### src/rtl/bit_shift_unit.sv
module bit_shift_unit #(
  parameter int W  = 8,
  parameter int IW = $clog2(W)
) (
  input  logic          clk,
  input  logic          rst_n,
  input  logic [3:0]    op_sel,
  input  logic [W-1:0]  operand,
  input  logic [IW-1:0] bit_idx,
  input  logic          c_in,
  input  logic          t_in,
  output logic [W-1:0]  result,
  output logic          z_out,
  output logic          c_out,
  output logic          n_out,
  output logic          v_out,
  output logic          s_out,
  output logic          t_out,
  output logic [5:0]    flag_we
);
  localparam int HALF = W / 2;
  localparam logic [3:0] OP_SHL  = 4'd1;
  localparam logic [3:0] OP_SHR  = 4'd2;
  localparam logic [3:0] OP_ROTL = 4'd3;
  localparam logic [3:0] OP_ROTR = 4'd4;
  localparam logic [3:0] OP_SAR  = 4'd5;
  localparam logic [3:0] OP_NIB  = 4'd6;
  localparam logic [3:0] OP_TST  = 4'd7;
  localparam logic [3:0] OP_TLD  = 4'd8;
  localparam logic [5:0] WE_SHIFT = 6'b111110;
  localparam logic [5:0] WE_T     = 6'b000001;

  logic [W-1:0] nres;
  logic         ncarry, shifting, nt;
  logic [5:0]   nwe;

  always_comb begin
    nres     = operand;
    ncarry   = 1'b0;
    shifting = 1'b0;
    nt       = 1'b0;
    nwe      = '0;
    unique case (op_sel)
      OP_SHL:  begin nres = {operand[W-2:0], 1'b0};     ncarry = operand[W-1]; shifting = 1'b1; end
      OP_SHR:  begin nres = {1'b0, operand[W-1:1]};     ncarry = operand[0];   shifting = 1'b1; end
      OP_ROTL: begin nres = {operand[W-2:0], c_in};     ncarry = operand[W-1]; shifting = 1'b1; end
      OP_ROTR: begin nres = {c_in, operand[W-1:1]};     ncarry = operand[0];   shifting = 1'b1; end
      OP_SAR:  begin nres = {operand[W-1], operand[W-1:1]}; ncarry = operand[0]; shifting = 1'b1; end
      OP_NIB:  nres = {operand[HALF-1:0], operand[W-1:HALF]};
      OP_TST:  begin nt = operand[bit_idx]; nwe = WE_T; end
      OP_TLD:  nres[bit_idx] = t_in;
      default: ;
    endcase
    if (shifting) nwe = WE_SHIFT;
  end

  wire nneg = shifting & nres[W-1];
  wire nov  = shifting & (nres[W-1] ^ ncarry);

  always_ff @(posedge clk) begin
    if (!rst_n) begin
      result  <= '0;
      {z_out, c_out, n_out, v_out, s_out, t_out} <= '0;
      flag_we <= '0;
    end else begin
      result  <= nres;
      z_out   <= shifting & (nres == '0);
      c_out   <= ncarry;
      n_out   <= nneg;
      v_out   <= nov;
      s_out   <= nneg ^ nov;
      t_out   <= nt;
      flag_we <= nwe;
    end
  end

  a_r1_shl: assert property (@(posedge clk) disable iff (!rst_n)
    op_sel == OP_SHL |=> result == {$past(operand[W-2:0]), 1'b0} && c_out == $past(operand[W-1]));
  a_r2_shr: assert property (@(posedge clk) disable iff (!rst_n)
    op_sel == OP_SHR |=> result[W-1] == 1'b0 && c_out == $past(operand[0]));
  a_r4_sign_kept: assert property (@(posedge clk) disable iff (!rst_n)
    op_sel == OP_SAR |=> result[W-1] == $past(operand[W-1]));
  a_r5_zero: assert property (@(posedge clk) disable iff (!rst_n)
    flag_we[5] |-> z_out == (result == '0));
  a_r5_neg: assert property (@(posedge clk) disable iff (!rst_n)
    flag_we[3] |-> n_out == result[W-1]);
  a_r5_ovf: assert property (@(posedge clk) disable iff (!rst_n)
    flag_we[2] |-> v_out == (n_out ^ c_out));
  a_r5_sign: assert property (@(posedge clk) disable iff (!rst_n)
    flag_we[1] |-> s_out == (n_out ^ v_out));
  a_r6_swap_quiet: assert property (@(posedge clk) disable iff (!rst_n)
    op_sel == OP_NIB |=> flag_we == '0 && result == {$past(operand[HALF-1:0]), $past(operand[W-1:HALF])});
  a_r7_tstore: assert property (@(posedge clk) disable iff (!rst_n)
    op_sel == OP_TST |=> flag_we == WE_T && t_out == $past(operand[bit_idx]) && result == $past(operand));
  a_r8_tload: assert property (@(posedge clk) disable iff (!rst_n)
    op_sel == OP_TLD |=> flag_we == '0 && result[$past(bit_idx)] == $past(t_in));
  a_r9_passthru: assert property (@(posedge clk) disable iff (!rst_n)
    (op_sel == 4'd0 || op_sel > OP_TLD) |=> flag_we == '0 && result == $past(operand));
  a_r10_idle_flags: assert property (@(posedge clk) disable iff (!rst_n)
    ({z_out, c_out, n_out, v_out, s_out, t_out} & ~flag_we) == '0);
endmodule

### config.mk
export PLATFORM = sky130hd
export DESIGN_NAME = bit_shift_unit
export DESIGN_NICKNAME = d
export VERILOG_FILES = /design/src/rtl/bit_shift_unit.sv
export SDC_FILE = /design/constraint.sdc
export NUM_CORES = 1
export LEC_CHECK = 0
export BUFFER_PORTS_ARGS = -buffer_cell sky130_fd_sc_hd__buf_4
export CAP_MARGIN = 5
export CORE_UTILIZATION = 51
export CTS_BUF_LIST = sky130_fd_sc_hd__clkbuf_8
export DETAILED_ROUTE_END_ITERATION = 8
export PLACE_DENSITY = 0.84
export SYNTH_ARGS = -nofsm -noshare
export SYNTH_HDL_FRONTEND = slang
export SYNTH_SLANG_ARGS = --single-unit
### constraint.sdc
create_clock -name clk -period 2.6 [get_ports clk]
set_clock_uncertainty 0.2 [all_clocks]
set_input_delay 0.26 -clock clk [delete_from_list [all_inputs] [get_ports clk]]
set_output_delay 0.26 -clock clk [all_outputs]
set_load 0.05 [all_outputs]
==> metrics.md, run 1 <==
| Metric | Value |
|---|---|
| Hold Crit Class | in -> reg |
| Dpl ws | 211 ps |
| Initial Utilization | 0.549 |
| Slowest stage delay, CP | 630 ps |
| Initial antenna violation count | 0 |
| Pin count of the biggest net entering global routing | 22 |
| Via count | 1274 |
| Max-Cap Viols | 0 |
| DR pass1 iterations | 4 |
| Sum Neg Setup Slack | 0 ps |
| Reg area | 320 um2 |
| Vias per cell | 6.37 |
| Tcrit/Tclk final | 0.832 |
| Crit path to | z_out$_SDFF_PN0_ |
| Clock-pin slew on the worst setup and hold paths | 60 ps |
| Critical path cell sequence | buf_4, or4b_4, or3b_4, o22ai_1, a221o_2, nor3_1, and4b_1 |
| Setup-failing EPs final | 0 |
| PwrDens | 519 nW/um2 |
| Layout cell share with drive strength beyond 1 | 0.277 |
| Top delay family on crit path | simple AND/OR/NAND/NOR gates |
| Post-Syn Area | 1100 um2 |
| Slew Limit Fails | 0 |
| WS Path Type | in -> reg |
| Vias in the first global route | 1103 |
| Worst setup EP type | flip-flop |
| Num CTS Buffers | 3 |
| Max FO, Critical Path | 21 |
| Die ar. | 2340 um2 |
| Worst VDD drop | 0.000335 V |
| Worst-margin pin slew | 603 ps |
| Post-CTS Setup Bufs | 0 |
| FP Rows | 16 |
| Static leakage | 0.618 nW |
| Post-synth EDFFs | 0 |
| Hold Slack | 54.8 ps |
| Netlist cell types | 40 |
| Die Height | 48.4 um |
| Layout fillers | 179 |
| H-tree Lvls | 1 |
| Ys async rst share | 0 |
| Arrival @ worst endpoint | 2110 ps |
| CP required | 2550 ps |
| CP Depth | 7 |
| First-pass GRT wire length | 5.25 mm |
| GR Overflow Total | 0 |
| PortBufs | 38 |
| Diodes inserted | 0 |
| Crit path launch | op_sel[2] |
| Clock tree buffer depth | 2 |
| Multi-input logic area | 672 um2 |
| RSZ-0062 raised after global routing | false |
| Final hold violation count | 0 |
| Layout area overhead | 27.1% |
| Final nets | 193 |
| Gr usage total | 0.292 |
| Clk sink count | 16 |
| Seq cells post-synth | 16 |
| Clock share of power | 0.303 |
| Crit start category | input port |
| Util after Layout | 0.698 |
| Max transition margin | 0.598 |
| Sequential-to-total area share from yosys stat | 0.292 |
| Status | finished clean |
| CTS tree | done |
| PnR worst setup slack | 437 ps |
| RePlAce Congestion | 0.948 |
| DR iter-0 viols | 75 |
| DRC | 0 |
| Detailed Route WL | 3.25 mm |
| Register share of total power | 0.364 |
| Resized Gates After CTS | 0 |
| ANT nets after route | 0 |
| Synth warn | 0 |
| Top_reg_cell synth | dfxtp_1 |
| Syn Area/Cell | 7.58 um2 |
| Post-layout minimum cycle time | 2160 ps |
| Sw frac | 0.341 |
| Core area | 2000 um2 |
| CP max stage cell | or4b_4 |
| Detailed placement HPWL | 2.44 mm |
| Gate power share | 0.333 |
| Die X | 48.4 um |
| Internal | 478 uW |
| IO Pins | 39 |
| CTS root buffer | clkbuf_8 |
| Avg WL per Cell | 16.3 um |
| Syn nets | 164 |
| Max Freq | 0.462 GHz |
| Net Sw Power | 247 uW |
| Crit path buffers/inverters | 1 |
| Post-synthesis cell count | 145 |
| Hold_buf cts | 0 |
Yosys cell counts, drive strengths merged, types with 2 or more instances:
| library cell | count | share of area |
|---|---|---|
| nor2 | 14 | 0.048 |
| inv | 8 | 0.027 |
| nor3b | 2 | 0.014 |
| nor2b | 4 | 0.023 |
| nor3 | 4 | 0.018 |
| o22ai | 6 | 0.034 |
| o21ai | 7 | 0.032 |
| buf | 6 | 0.042 |
| nand2 | 11 | 0.038 |
| nand2b | 3 | 0.017 |
| and2 | 3 | 0.017 |
| o2bb2ai | 4 | 0.032 |
| nand3 | 6 | 0.027 |
| dfxtp | 16 | 0.29 |
| clkbuf | 8 | 0.027 |
| a32o | 2 | 0.018 |
| a22oi | 2 | 0.014 |
| mux2 | 3 | 0.031 |
| a21oi | 8 | 0.036 |
| a31oi | 6 | 0.034 |
| a32oi | 5 | 0.040 |
metrics by stage:
stage | instances | cell area [um2] | power [mW]
floorplan | 145 | 1100 | 0.430
global placement | 196 | 1340 | 0.504
detailed placement | 196 | 1340 | 0.507
CTS | 200 | 1400 | 0.724
global route | 200 | 1400 | 0.755
finish | 200 | 1400 | 0.725
registers in the layout, indices dropped and copies added, names as in the netlist:
signal	cells
flag_we	2
v_out	1
s_out	1
t_out	1
c_out	1
n_out	1
z_out	1
result	8
layout by cell type (no fill, tap or decap), types with 5 or more instances in the layout:
cell type,netlist,routed
inv_1,8,8
buf_4,4,38
a31oi_1,6,6
a21oi_1,8,8
nand3_1,6,6
dfxtp_1,16,16
o22ai_1,6,6
nor2_1,14,14
nand2_1,11,11
a32oi_1,5,5
o21ai_0,7,7
worst min-delay path by stage:
stage          cells after the start  start              endpoint
4_1_cts                            2  rst_n  result[2]$_SDFF_PN0_
3_3_place_gp                       2  rst_n  result[7]$_SDFF_PN0_
3_5_place_dp                       2  rst_n  result[7]$_SDFF_PN0_
6_report                           2  rst_n  result[2]$_SDFF_PN0_
2_1_floorplan                      1  rst_n  result[0]$_SDFF_PN0_
5_1_grt                            2  rst_n  result[2]$_SDFF_PN0_
area by class of cell:
class                      instances  area share
tap                               27      0.0242
timing repair buffer              38       0.204
inverter                           8      0.0215
clock buffer                       4      0.0394
sequential                        16       0.229
multi-input combinational        107       0.481
cells by family (layout without fill, tap and decap cells):
kind of cell,count (synthesis),in the layout,synth area share
AOI/OAI and AO/OA,49,49,0.312
buffers and inverters,22,50,0.0968
DFF,16,16,0.292
muxes,4,4,0.0399
and+or+nand+nor,54,54,0.260
layer usage:
metal  wire length [um]  GRT usage
met3                260     0.0440
met1               1250      0.359
met4                 56      0.127
met5                  0          0
met2               1680      0.505
power by group through the flow:
| stage | sequential (mW) | clock [mW] | combinational [mW] |
|---|---|---|---|
| 5_1_grt | 0.266 | 0.234 | 0.255 |
| 6_report | 0.264 | 0.219 | 0.242 |
| 2_1_floorplan | 0.321 | 0 | 0.109 |
| 4_1_cts | 0.264 | 0.220 | 0.239 |
| 3_3_place_gp | 0.269 | 0 | 0.235 |
| 3_5_place_dp | 0.270 | 0 | 0.237 |
No activity file was read; power rests on OpenSTA's default activity.
==> inputs of run 2 (changes only) <==
ABC_AREA = 1   (was not set)
CORE_UTILIZATION = 46   (was 51)
PLACE_DENSITY = 0.8   (was 0.84)
clock period = 1.95 ns   (was 2.6 ns; I/O delays follow)
==> metrics.md, run 2 <==
| Metric | Value |
|---|---|
| Post-synth top cells | nand2_1, nand3_1, nor2_1 |
| Die X | 51.1 um (+5.6%) |
| Num CTS Buffers | 3 (unchanged) |
| Post-synthesis cell count | 183 (+26%) |
| PortBufs | 38 (unchanged) |
| CP required | 1940 ps (-610 ps) |
| Final nets | 238 (+23%) |
| Clock tree buffer depth | 2 (unchanged) |
| Worst setup EP type | flip-flop |
| Max-Cap Viols | 0 (unchanged) |
| Total power | 900 uW (+24%) |
| Setup-failing EPs final | 0 (unchanged) |
| Placed Area | 1380 um2 (+2.9%) |
| DR iter-0 viols | 53 (-29%) |
| RePlAce Congestion | 0.912 (-3.8%) |
| Beginning of the worst hold path | rst_n |
| Worst hold path cell count | 3 (+1) |
| Reg area | 320 um2 (unchanged) |
| Layout area overhead | 28.1% |
| Die ar. | 2610 um2 (+12%) |
| Layout cell share with drive strength beyond 1 | 0.263 (-0.0148) |
| Layout fillers | 215 (+20%) |
| Top post-synthesis cells by area | dfxtp_1, nand2_1, nand3_1 |
| Max transition margin | 0.738 (+0.140) |
| Syn nets | 202 (+23%) |
| WS Path Type | in -> reg |
| Synth area leader | dfxtp_1 |
| IO Pins | 39 (unchanged) |
| Synth warn | 0 (unchanged) |
| First-pass GRT wire length | 4.76 mm (-9.3%) |
| Sum Neg Setup Slack | 0 ps (unchanged) |
| Resized Gates After CTS | 0 (unchanged) |
| Sequential-to-total area share from yosys stat | 0.289 (-0.00296) |
| ANT nets after route | 0 (unchanged) |
| Die Height | 51.1 um (+5.6%) |
| CTS root buffer | clkbuf_8 |
| Top Registers | result (8), flag_we (2) |
| Post-Syn Area | 1110 um2 (+1.0%) |
| Slew Limit Fails | 0 (unchanged) |
| Netlist cell types | 23 (-43%) |
| Syn Area/Cell | 6.06 um2 (-20%) |
| Clock-pin slew on the worst setup and hold paths | 50 ps (about the same) |
| Placed insts | 242 (+23%) |
| Max FO, Critical Path | 10 (-52%) |
| RSZ-0062 raised after global routing | false |
| Post-layout minimum cycle time | 1460 ps |
| Avg WL per Cell | 11.7 um (-28%) |
| FP Rows | 17 (+1) |
| DRC | 0 (unchanged) |
| Final hold violation count | 0 (unchanged) |
| Arrival @ worst endpoint | 1450 ps (-660 ps) |
| Detailed placement HPWL | 2.36 mm (-3.1%) |
| Pin count of the biggest net entering global routing | 13 (-41%) |
| Crit path launch | op_sel[1] |
| Most frequent cells in the layout | nand2_1, buf_4, nand3_1 |
| Core area | 2230 um2 (+12%) |
| Post-synth EDFFs | 0 (unchanged) |
| Post-route insts no fill | 245 (+23%) |
| PwrDens | 633 nW/um2 (+22%) |
| Detailed Route WL | 2.87 mm (-12%) |
| Initial antenna violation count | 0 (unchanged) |
| Max Freq | 0.687 GHz |
| Final instance area | 1420 um2 (+1.8%) |
| Crit start category | input port |
| Tcrit/Tclk final | 0.747 |
| Hold Crit Class | in -> reg |
| Top-count cell post-synth | nand2_1 |
| Hold EP | flag_we[4]$_SDFF_PN0_ |
| Clk sink count | 16 (unchanged) |
| Commonest non-fill, non-tap cell in the layout | nand2_1 |
| Post-CTS Setup Bufs | 0 (unchanged) |
| Via count | 1314 (+3.1%) |
| Static leakage | 0.734 nW (+19%) |
| Initial Utilization | 0.497 (-0.0518) |
| Worst-margin pin slew | 390 ps (-213 ps) |
| Diodes inserted | 0 (unchanged) |
| Most flop-heavy register | result |
| CTS tree | done |
| Multi-input logic area | 661 um2 (-1.7%) |
| H-tree Lvls | 1 (unchanged) |
| Status | finished clean |
| Worst VDD drop | 0.000432 V (+29%) |
| Max reg flops | 8 (unchanged) |
| Ys async rst share | 0 (unchanged) |
| Seq cells post-synth | 16 (unchanged) |
| Top_reg_cell synth | dfxtp_1 |
| Hold_buf cts | 0 (unchanged) |
| Vias per cell | 5.36 (-16%) |
| DR pass1 iterations | 4 (unchanged) |
| Area share of the largest cell type after synthesis | 0.289 (-0.00296) |
| Vias in the first global route | 1161 (+5.3%) |
| GR Overflow Total | 0 (unchanged) |
| Gr usage total | 0.238 (-0.0539) |
-- run 2: changes by cell type in the layout (fill, tap and decap cells not counted), moves of 5 or more --
cell and change:
nand2_1 +33, nand3_1 +23, nor2_1 +14, inv_1 +9, o21ai_0 -7, nand4_1 +6
a32oi_1 -5, nand2_2 +5
-- run 2: worst max-delay path by stage --
stage	slack [ps]	end	cells after the start
6_report	490	v_out$_SDFF_PN0_	12
5_1_grt	320	v_out$_SDFF_PN0_	12
4_1_cts	480	v_out$_SDFF_PN0_	12
3_5_place_dp	240	v_out$_SDFF_PN0_	12
3_3_place_gp	240	v_out$_SDFF_PN0_	12
2_1_floorplan	550	v_out$_SDFF_PN0_	12
-- run 2: layout make-up --
| type | count | area share |
|---|---|---|
| well taps | 28 | 0.0246 |
| flip-flops and latches | 16 | 0.225 |
| multi-input cells | 139 | 0.465 |
| inverters | 21 | 0.0555 |
| clock buffers | 3 | 0.0290 |
| repair buffers | 38 | 0.201 |
-- run 2: power breakdown --
group          total, mW  internal [mW]  switching, mW
combinational      0.314         0.0991          0.215
sequential         0.353          0.347        0.00594
clock              0.233          0.136         0.0968
-- run 2: metal layers --
metal	vias up	track usage	share of wire
met3	4	0.0238	0.084
li1	661	-	-
met5	-	0	0
met4	0	0.0926	0.011
met2	75	0.436	0.50
met1	574	0.281	0.41
-- run 2: metrics by stage --
step            util  worst slack [ps]  hold slack [ps]
2_1_floorplan      -               553              130
3_5_place_dp   0.618               244              253
5_1_grt        0.636               317             22.6
4_1_cts        0.636               480             7.22
6_report       0.636               493             3.30
3_3_place_gp   0.618               240              243
-- run 2: kinds of logic (layout without fill, tap and decap cells) --
family | count (synthesis) | count (layout) | share of synthesized area
flops | 16 | 16 | 0.289
compound gates | 13 | 13 | 0.0699
buf+inv | 28 | 62 | 0.116
simple gates | 126 | 126 | 0.525
-- run 2: worst max-delay path, stage by stage --
cell	delay, ps
buf_4	130
inv_2	90
nand2_2	100
nor2_4	230
nand3_1	130
nand2_1	90
nor2_1	70
nor2_2	140
nand2_1	80
o21ai_1	80
nand2_1	60
inv_1	40
==> inputs of run 3 (changes only) <==
CORE_UTILIZATION = 51   (was 46)
PLACE_DENSITY = 0.83   (was 0.8)
clock period = 1.4 ns   (was 1.95 ns; I/O delays follow)
==> metrics.md, run 3 (synthesized netlist as in run 2, its figures left out) <==
| Metric | Value |
|---|---|
| Final hold violation count | 0 (unchanged) |
| Die X | 48.7 um (-4.8%) |
| CP max stage cell | nor2_4 |
| Initial Utilization | 0.554 (+0.0575) |
| PwrDens | 842 nW/um2 (+33%) |
| Final instance area | 1710 um2 (+20%) |
| DR iter-0 viols | 74 (+40%) |
| Avg WL per Cell | 14.2 um (+21%) |
| Static leakage | 0.890 nW (+21%) |
| Util after Layout | 0.852 (+0.215) |
| Most frequent cells in the layout | buf_4, nand2_1, nand3_1 |
| CTS tree | done |
| FP Rows | 16 (-1) |
| CTS root buffer | clkbuf_8 |
| Vias in the first global route | 1417 (+22%) |
| Clk sink count | 16 (unchanged) |
| IO Pins | 39 (unchanged) |
| Die Height | 48.7 um (-4.8%) |
| Pin count of the biggest net entering global routing | 12 (-1) |
| Max-Cap Viols | 0 (unchanged) |
| CP required | 1400 ps (-540 ps) |
| Max reg flops | 8 (unchanged) |
| Post-layout minimum cycle time | 1370 ps |
| DRC | 0 (unchanged) |
| Layout cell share with drive strength beyond 1 | 0.393 (+0.131) |
| Worst VDD drop | 0.000698 V (+62%) |
| Diodes inserted | 0 (unchanged) |
| DR pass1 iterations | 5 (+1) |
| Vias per cell | 5.57 (+3.8%) |
| Worst setup EP type | flip-flop |
| Clock tree buffer depth | 2 (unchanged) |
| Layout area overhead | 53.7% |
| Status | finished clean |
| Crit start category | input port |
| Max transition margin | 0.703 (-0.0349) |
| Most flop-heavy register | result |
| Detailed Route WL | 3.84 mm (+34%) |
| Placed Area | 1520 um2 (+10%) |
| Core area | 2000 um2 (-10%) |
| Clock-pin slew on the worst setup and hold paths | 60 ps (about the same) |
| Num CTS Buffers | 3 (unchanged) |
| PortBufs | 38 (unchanged) |
| Commonest non-fill, non-tap cell in the layout | buf_4 |
| H-tree Lvls | 1 (unchanged) |
| Slowest stage delay, CP | 180 ps (-50 ps) |
| Die ar. | 2370 um2 (-9.4%) |
| Worst-margin pin slew | 445 ps (+55.3 ps) |
| First-pass GRT wire length | 6.02 mm (+27%) |
| RePlAce Congestion | 0.950 (+4.2%) |
| Max FO, Critical Path | 6 (-4) |
| Initial antenna violation count | 0 (unchanged) |
| Top Registers | result (8), flag_we (2) |
| ANT nets after route | 0 (unchanged) |
| Total power | 1.44 mW (+59%) |
| Via count | 1509 (+15%) |
| GR Overflow Total | 0 (unchanged) |
| WS Path Type | in -> reg |
| Max Freq | 0.728 GHz |
| Critical path cell sequence | buf_4, inv_4, nand2_4, nor2_4, nand3_1, nand2_1, nor2_2, nor2_2, nand2_1, buf_4, inv_1 |
| Top delay family on crit path | simple AND/OR/NAND/NOR gates |
| Crit path buffers/inverters | 4 (+1) |
| Detailed placement HPWL | 2.62 mm (+11%) |
| Gr usage total | 0.326 (+0.0874) |
| Tcrit/Tclk final | 0.981 |
| Setup-failing EPs final | 0 (unchanged) |
| Final nets | 264 (+11%) |
| Hold Crit Class | in -> reg |
| Arrival @ worst endpoint | 1370 ps (-80 ps) |
| Slew Limit Fails | 0 (unchanged) |
==> run 3: cell count changes in the layout (fill, tap and decap cells not counted), sizes merged <==
cell | previous run | this run
buf | 38 | 62
clkbuf | 3 | 4
nand3 | 31 | 32
dlygate4sd3 | 0 | 1
==> run 3: tightest hold or removal path, delay by kind of cell <==
kind,cells,cell delay [ps]
AND/OR/NAND/NOR,1,80
buffers and inverters,1,130
AO/OA/AOI/OAI,1,80
==> run 3: metal layers <==
| metal | GRT usage | share of wire |
|---|---|---|
| met4 | 0.152 | 0.044 |
| met1 | 0.362 | 0.39 |
| met5 | 0 | 0 |
| met3 | 0.0440 | 0.076 |
| met2 | 0.604 | 0.49 |
==> run 3: worst paths after layout <==
| path | from | endpoint | slack (ps) | cells past startpoint |
|---|---|---|---|---|
| setup / recovery | op_sel[1] | n_out$_SDFF_PN0_ | 30 | 11 |
| hold / removal | operand[2] | result[2]$_SDFF_PN0_ | 30 | 3 |
==> run 3: layout make-up <==
type | instances | area [um2]
sequential | 16 | 320
inverter | 21 | 81.3
clock buffer | 4 | 55.1
timing repair buffer | 63 | 475
fill | 137 | 297
multi-input combinational | 140 | 739
tap | 27 | 33.8
==> run 3: power breakdown <==
group | switching [mW] | internal [mW] | total [mW]
registers | 0.00930 | 0.484 | 0.493
logic | 0.345 | 0.197 | 0.542
clock network | 0.151 | 0.250 | 0.401
==> run 3: metrics by stage <==
stage	hold WS (ps)	cells	setup WS, ps	setup TNS (ps)
2_1_floorplan	74.6	183	57.6	0
6_report	26.1	271	26.0	0
4_1_cts	17.2	265	8.90	0
3_5_place_dp	211	260	-243	-1080
3_3_place_gp	196	260	-182	-700
5_1_grt	40.0	271	-56.2	-147
==> run 3: repair_timing <==
item	CTS	global route
hold endpoints to repair	2	0
buffers inserted	0	5
setup endpoints to repair	1	2
resized for setup	1	18
pin swaps	0	6
hold buffers	1	0
gates cloned	0	1
